### src/rtl/txring_dma.sv
module txring_dma #(
  parameter int DESC_BYTES = 8
) (
  input  logic        clk,
  input  logic        rst_n,
  input  logic        reg_wr,
  input  logic [1:0]  reg_addr,
  input  logic [31:0] reg_wdata,
  output logic [31:0] reg_rdata,
  output logic        mem_req,
  output logic        mem_we,
  output logic [31:0] mem_addr,
  output logic [31:0] mem_wdata,
  input  logic        mem_ack,
  input  logic [31:0] mem_rdata,
  output logic        tx_valid,
  output logic [7:0]  tx_data,
  output logic        tx_sop,
  output logic        tx_eop,
  output logic        tx_crc,
  input  logic        tx_ready
);
  localparam int BIT_OWN  = 15;
  localparam int BIT_EOP  = 14;
  localparam int BIT_SOP  = 13;
  localparam int BIT_WRAP = 12;
  localparam int BIT_CRC  = 8;

  typedef enum logic [2:0] {S_IDLE, S_HEAD, S_PTR, S_LOAD, S_SEND, S_BACK} state_t;

  state_t      state;
  logic        run_q, halt_pkt, halt_brst, first_q;
  logic [31:0] ring_base, cur_ptr, baddr, word_q;
  logic [15:0] st_q, len_q, left_q;

  wire ctrl_wr  = reg_wr && reg_addr == 2'd0;
  wire base_wr  = reg_wr && reg_addr == 2'd1 && !run_q;
  wire last_bt  = left_q == 16'd1;
  wire stop_now = halt_brst || (halt_pkt && st_q[BIT_EOP]);

  always_comb begin
    case (reg_addr)
      2'd0:    reg_rdata = {29'd0, halt_brst, halt_pkt, run_q};
      2'd1:    reg_rdata = ring_base;
      2'd2:    reg_rdata = cur_ptr;
      default: reg_rdata = 32'd0;
    endcase
  end

  assign mem_req   = state == S_HEAD || state == S_PTR || state == S_LOAD || state == S_BACK;
  assign mem_we    = state == S_BACK;
  assign mem_wdata = {1'b0, st_q[14:0], len_q};

  always_comb begin
    case (state)
      S_PTR:   mem_addr = cur_ptr + 32'd4;
      S_LOAD:  mem_addr = {baddr[31:2], 2'b00};
      default: mem_addr = cur_ptr;
    endcase
  end

  assign tx_valid = state == S_SEND;
  assign tx_data  = word_q[{baddr[1:0], 3'b000} +: 8];
  assign tx_sop   = tx_valid && first_q && st_q[BIT_SOP];
  assign tx_eop   = tx_valid && last_bt && st_q[BIT_EOP];
  assign tx_crc   = tx_valid && last_bt && st_q[BIT_CRC];

  always_ff @(posedge clk or negedge rst_n) begin
    if (!rst_n) begin
      state     <= S_IDLE;
      run_q     <= 1'b0;
      halt_pkt  <= 1'b0;
      halt_brst <= 1'b0;
      first_q   <= 1'b0;
      ring_base <= 32'd0;
      cur_ptr   <= 32'd0;
      baddr     <= 32'd0;
      word_q    <= 32'd0;
      st_q      <= 16'd0;
      len_q     <= 16'd0;
      left_q    <= 16'd0;
    end else begin
      if (base_wr) begin
        ring_base <= {reg_wdata[31:3], 3'b000};
        cur_ptr   <= {reg_wdata[31:3], 3'b000};
      end
      if (ctrl_wr && run_q) begin
        halt_pkt  <= halt_pkt  | reg_wdata[1];
        halt_brst <= halt_brst | reg_wdata[2];
      end
      case (state)
        S_IDLE: if (ctrl_wr && reg_wdata[0]) begin
          run_q <= 1'b1;
          state <= S_HEAD;
        end
        S_HEAD: if (mem_ack) begin
          if (!mem_rdata[16 + BIT_OWN]) begin
            run_q     <= 1'b0;
            halt_pkt  <= 1'b0;
            halt_brst <= 1'b0;
            state     <= S_IDLE;
          end else begin
            st_q   <= mem_rdata[31:16];
            len_q  <= mem_rdata[15:0];
            left_q <= mem_rdata[15:0];
            state  <= S_PTR;
          end
        end
        S_PTR: if (mem_ack) begin
          baddr   <= mem_rdata;
          first_q <= 1'b1;
          state   <= (len_q == 16'd0) ? S_BACK : S_LOAD;
        end
        S_LOAD: if (mem_ack) begin
          word_q <= mem_rdata;
          state  <= S_SEND;
        end
        S_SEND: if (tx_ready) begin
          baddr   <= baddr + 32'd1;
          left_q  <= left_q - 16'd1;
          first_q <= 1'b0;
          if (last_bt)                 state <= S_BACK;
          else if (baddr[1:0] == 2'd3) state <= S_LOAD;
        end
        S_BACK: if (mem_ack) begin
          cur_ptr <= st_q[BIT_WRAP] ? ring_base : cur_ptr + DESC_BYTES;
          if (stop_now) begin
            run_q     <= 1'b0;
            halt_pkt  <= 1'b0;
            halt_brst <= 1'b0;
            state     <= S_IDLE;
          end else begin
            state <= S_HEAD;
          end
        end
        default: state <= S_IDLE;
      endcase
    end
  end
endmodule

### config.mk
export PLATFORM = sky130hd
export DESIGN_NAME = txring_dma
export DESIGN_NICKNAME = d
export VERILOG_FILES = /design/src/rtl/txring_dma.sv
export SDC_FILE = /design/constraint.sdc
export NUM_CORES = 1
export LEC_CHECK = 0
export BUFFER_PORTS_ARGS = -buffer_cell sky130_fd_sc_hd__buf_2
export CAP_MARGIN = 40
export CORE_ASPECT_RATIO = 1.1
export CORE_MARGIN = 4
export CORE_UTILIZATION = 57
export CTS_CLUSTER_DIAMETER = 30
export CTS_CLUSTER_SIZE = 40
export DETAILED_ROUTE_END_ITERATION = 8
export PLACE_DENSITY = 0.77
export SYNTH_ARGS = -nofsm -noshare
export SYNTH_HDL_FRONTEND = slang
export SYNTH_SLANG_ARGS = --single-unit
### constraint.sdc
create_clock -name clk -period 2.69 [get_ports clk]
set_clock_uncertainty 0.2 [all_clocks]
set_input_delay 0.269 -clock clk [delete_from_list [all_inputs] [get_ports clk]]
set_output_delay 0.269 -clock clk [all_outputs]
set_load 0.01 [all_outputs]
==> flow_metrics.py <==
metrics = {
    "grt": {
        "grt-ovfl-total": 0,
        "antenna_found_initial": 0,
        "grt_first_pass_wirelength_um": 56400,
        "grt_pass1_vias": 10280,
        "grt.total_usage_pct": 35.0,
        "grt_max_degree": 63,
    },
    "critical_path": {
        "critPathLaunchType": "flip-flop",
        "reg2reg_depth": 6,
        "critical_path.max_fanout": 4,
        "cp_data_required_time_ps": 2220,
        "critical_path.endpoint_type": "primary output",
        "critPathKind": "reg -> out",
        "arrival_ps": 2270,
    },
    "timing": {
        "worst_slew_pin_slew_ps": 821,
        "slew_violations": 0,
        "setup_tns_ps": -156,
        "hold_violations": 0,
        "period_share_pct": 102,
        "timing.fmax_mhz": 365,
        "grt_setup_unrepaired": "true",
        "final.min_clock_period_ps": 2740,
        "setup_slack_ps": -51.8,
        "slew_headroom_pct": 45.0,
        "setup_violations": 6,
    },
    "synthesis": {
        "syn_inst": 1205,
        "seq_area_frac_synth_pct": 42.5,
        "ys_ff_latch": 179,
        "yosys_warnings": 0,
        "async_reset_ff_share_pct": 100,
        "synth_nets": 1281,
        "synth_cell_types": 68,
        "syn_area_um2": 10500,
        "syn_area_per_cell_um2": 8.75,
        "synth-edff-count": 0,
        "yosys_most_used_dff": "dfrtp_1",
    },
    "routing": {
        "route.met2.wl_um": 18100,
        "via_count": 11280,
        "viasPerCell": 6.54,
        "m1WireLength_um": 14400,
        "wl_um": 37400,
        "drc": 0,
        "dr_wl_met3_um": 3420,
        "firstDrtPassIters": 9,
        "drt_iter0_drc": 1655,
        "wl_per_cell_um": 21.7,
        "top_layer": "met4",
        "ant_nets": 0,
    },
    "clocking": {
        "cts-root-buf": "clkbuf_16",
        "clockBufferDepth": 2,
        "cts_tree": "done",
        "cts-buffers-inserted": 17,
        "clock_latency_ps": 450,
        "clk_pin_slew_worst_paths_ps": 80,
        "cts.sink_count": 179,
        "cts_max_level": 4,
    },
    "die": {
        "rows": 51,
        "die_w_um": 138,
        "die_h_um": 151,
        "core_um2": 17900,
        "start_util_pct": 58.8,
        "ioPinCount": 181,
        "die_area_um2": 20700,
    },
    "power": {
        "powerDensity_nw_per_um2": 1070,
        "peakVddDrop_mv": 0.834,
        "p_leak_uw": 0.00636,
    },
    "cells_and_area": {
        "regArea_um2": 4490,
        "fin_nets": 1550,
        "layout_common_cells": "nand2_1 (212), buf_2 (179), dfrtp_1 (168)",
        "fillCellCount": 1218,
        "multiInputGateArea_um2": 5940,
        "layout_commonest_cell": "nand2_1",
        "post_route_cells_drive_above_1_share_pct": 29.9,
        "n_antenna_cell": 0,
        "layout-area-overhead-vs-synth_pct": 31.9,
    },
    "hold_path": {
        "min_path_type": "in -> reg",
        "hold_depth": 5,
    },
    "job": {
        "drv_cap": 0,
    },
    "place": {
        "pre_cts_slack_ps": 235,
        "gp_congestion": 1.00,
        "port_buffers": 179,
        "detailed_place_hpwl_um": 24900,
    },
    "status": {
        "violations": "negative setup slack",
        "status": "complete, but fails checks",
    },
}
synth_stat cells, types with 8 or more instances:
cell type    n  share of area, %
nor3_1      49               2.3
buf_1       11              0.39
xor2_1      16               1.3
nor2_1      79               2.8
a211oi_1    17               1.2
nand2_1    214               7.6
and2_1       9              0.53
a22o_1      31               2.6
o22a_1       8              0.66
xnor2_1     10              0.83
nand3_1     41               1.9
a21oi_1     73               3.5
mux2_2      46               4.9
a31oi_1     18               1.1
nand4_1     23               1.4
clkbuf_1    82               2.9
a21boi_0    23               1.6
mux4_2       8               1.7
o21ai_0     38               1.8
nor4_1      12              0.71
o22ai_1     25               1.5
a221oi_1    19               1.6
dfrtp_1    179                42
and3_1      24               1.4
mux2i_1     14               1.3
inv_1       10              0.36
path summary, 6_finish.rpt:
path	from	to	slack, ps
max	left_q[7]$_DFFE_PN0P_	tx_eop	-50
min	reg_wdata[0]	run_q$_DFFE_PN0P_	40
max reg2reg	left_q[7]$_DFFE_PN0P_	left_q[15]$_DFFE_PN0P_	190
min reg2reg	st_q[0]$_DFFE_PN0P_	st_q[0]$_DFFE_PN0P_	280
max in group asynchronous	rst_n	cur_ptr[25]$_DFF_PN0_	1380
min in group asynchronous	rst_n	ring_base[4]$_DFFE_PN0P_	120
power by group:
group          internal, uW  total, uW  switching (uW)
combinational          3060       6800            3730
clock                  1310       2670            1370
sequential             3930       5350            1420
cell type report:
| cell class | count | share of cell area, % |
|---|---|---|
| Inverter | 14 | 0.405 |
| Clock inverter | 15 | 1.50 |
| Sequential cell | 179 | 32.3 |
| Timing Repair Buffer | 352 | 17.9 |
| Multi-Input combinational cell | 910 | 42.7 |
| Clock buffer | 17 | 3.06 |
| Tap cell | 238 | 2.14 |
logic make-up (layout without fill, tap and decap cells):
| family | count (synthesis) | count (layout) | synth area share [%] |
|---|---|---|---|
| fa+ha+maj | 5 | 5 | 0.593 |
| buf+inv | 116 | 398 | 4.26 |
| compound gates | 314 | 314 | 20.5 |
| flops | 179 | 179 | 42.5 |
| mux | 68 | 68 | 7.95 |
| other cells | 1 | 1 | 0.0356 |
| simple gates | 496 | 496 | 22.0 |
| xor+xnor | 26 | 26 | 2.16 |
registers in the layout, indices dropped and copies added, names as in the netlist, 3 cells and up:
name       flops
baddr         32
cur_ptr       32
left_q        16
len_q         16
ring_base     29
st_q          15
state          3
word_q        32
routing by layer:
| layer | global-route usage (%) | vias up |
|---|---|---|
| li1 | - | 4959 |
| met2 | 58.4 | 775 |
| met4 | 13.2 | 0 |
| met5 | 0 | - |
| met1 | 46.3 | 5409 |
| met3 | 5.11 | 137 |
stage by stage:
stage	power [uW]	hold WS [ps]	area [um2]	utilization, %	cells
finish	14800	41.7	13900	77.6	1725
global route	15600	65.4	13900	77.6	1725
CTS	14300	44.2	13500	75.3	1706
detailed placement	11400	32.6	12000	66.9	1594
global placement	11200	29.7	12000	66.9	1594
floorplan	8840	-227	10500	-	1205
timing repair:
action                                  4_1_cts  5_1_grt
hold buffers                                 64        0
cloned                                        0        1
pin swaps                                    13       28
hold endpoints to repair                    254        0
gates resized for setup                      28       62
setup buffers                                16       20
endpoints found under the setup margin       26       28
worst max-delay path: stages, from the launching register on:
cell	delay (ps)
dfrtp_1	380
or3_1	380
or4_4	450
nor3_4	200
buf_6	150
and3_1	130
buf_2	120
No activity file was read; power rests on OpenSTA's default activity.
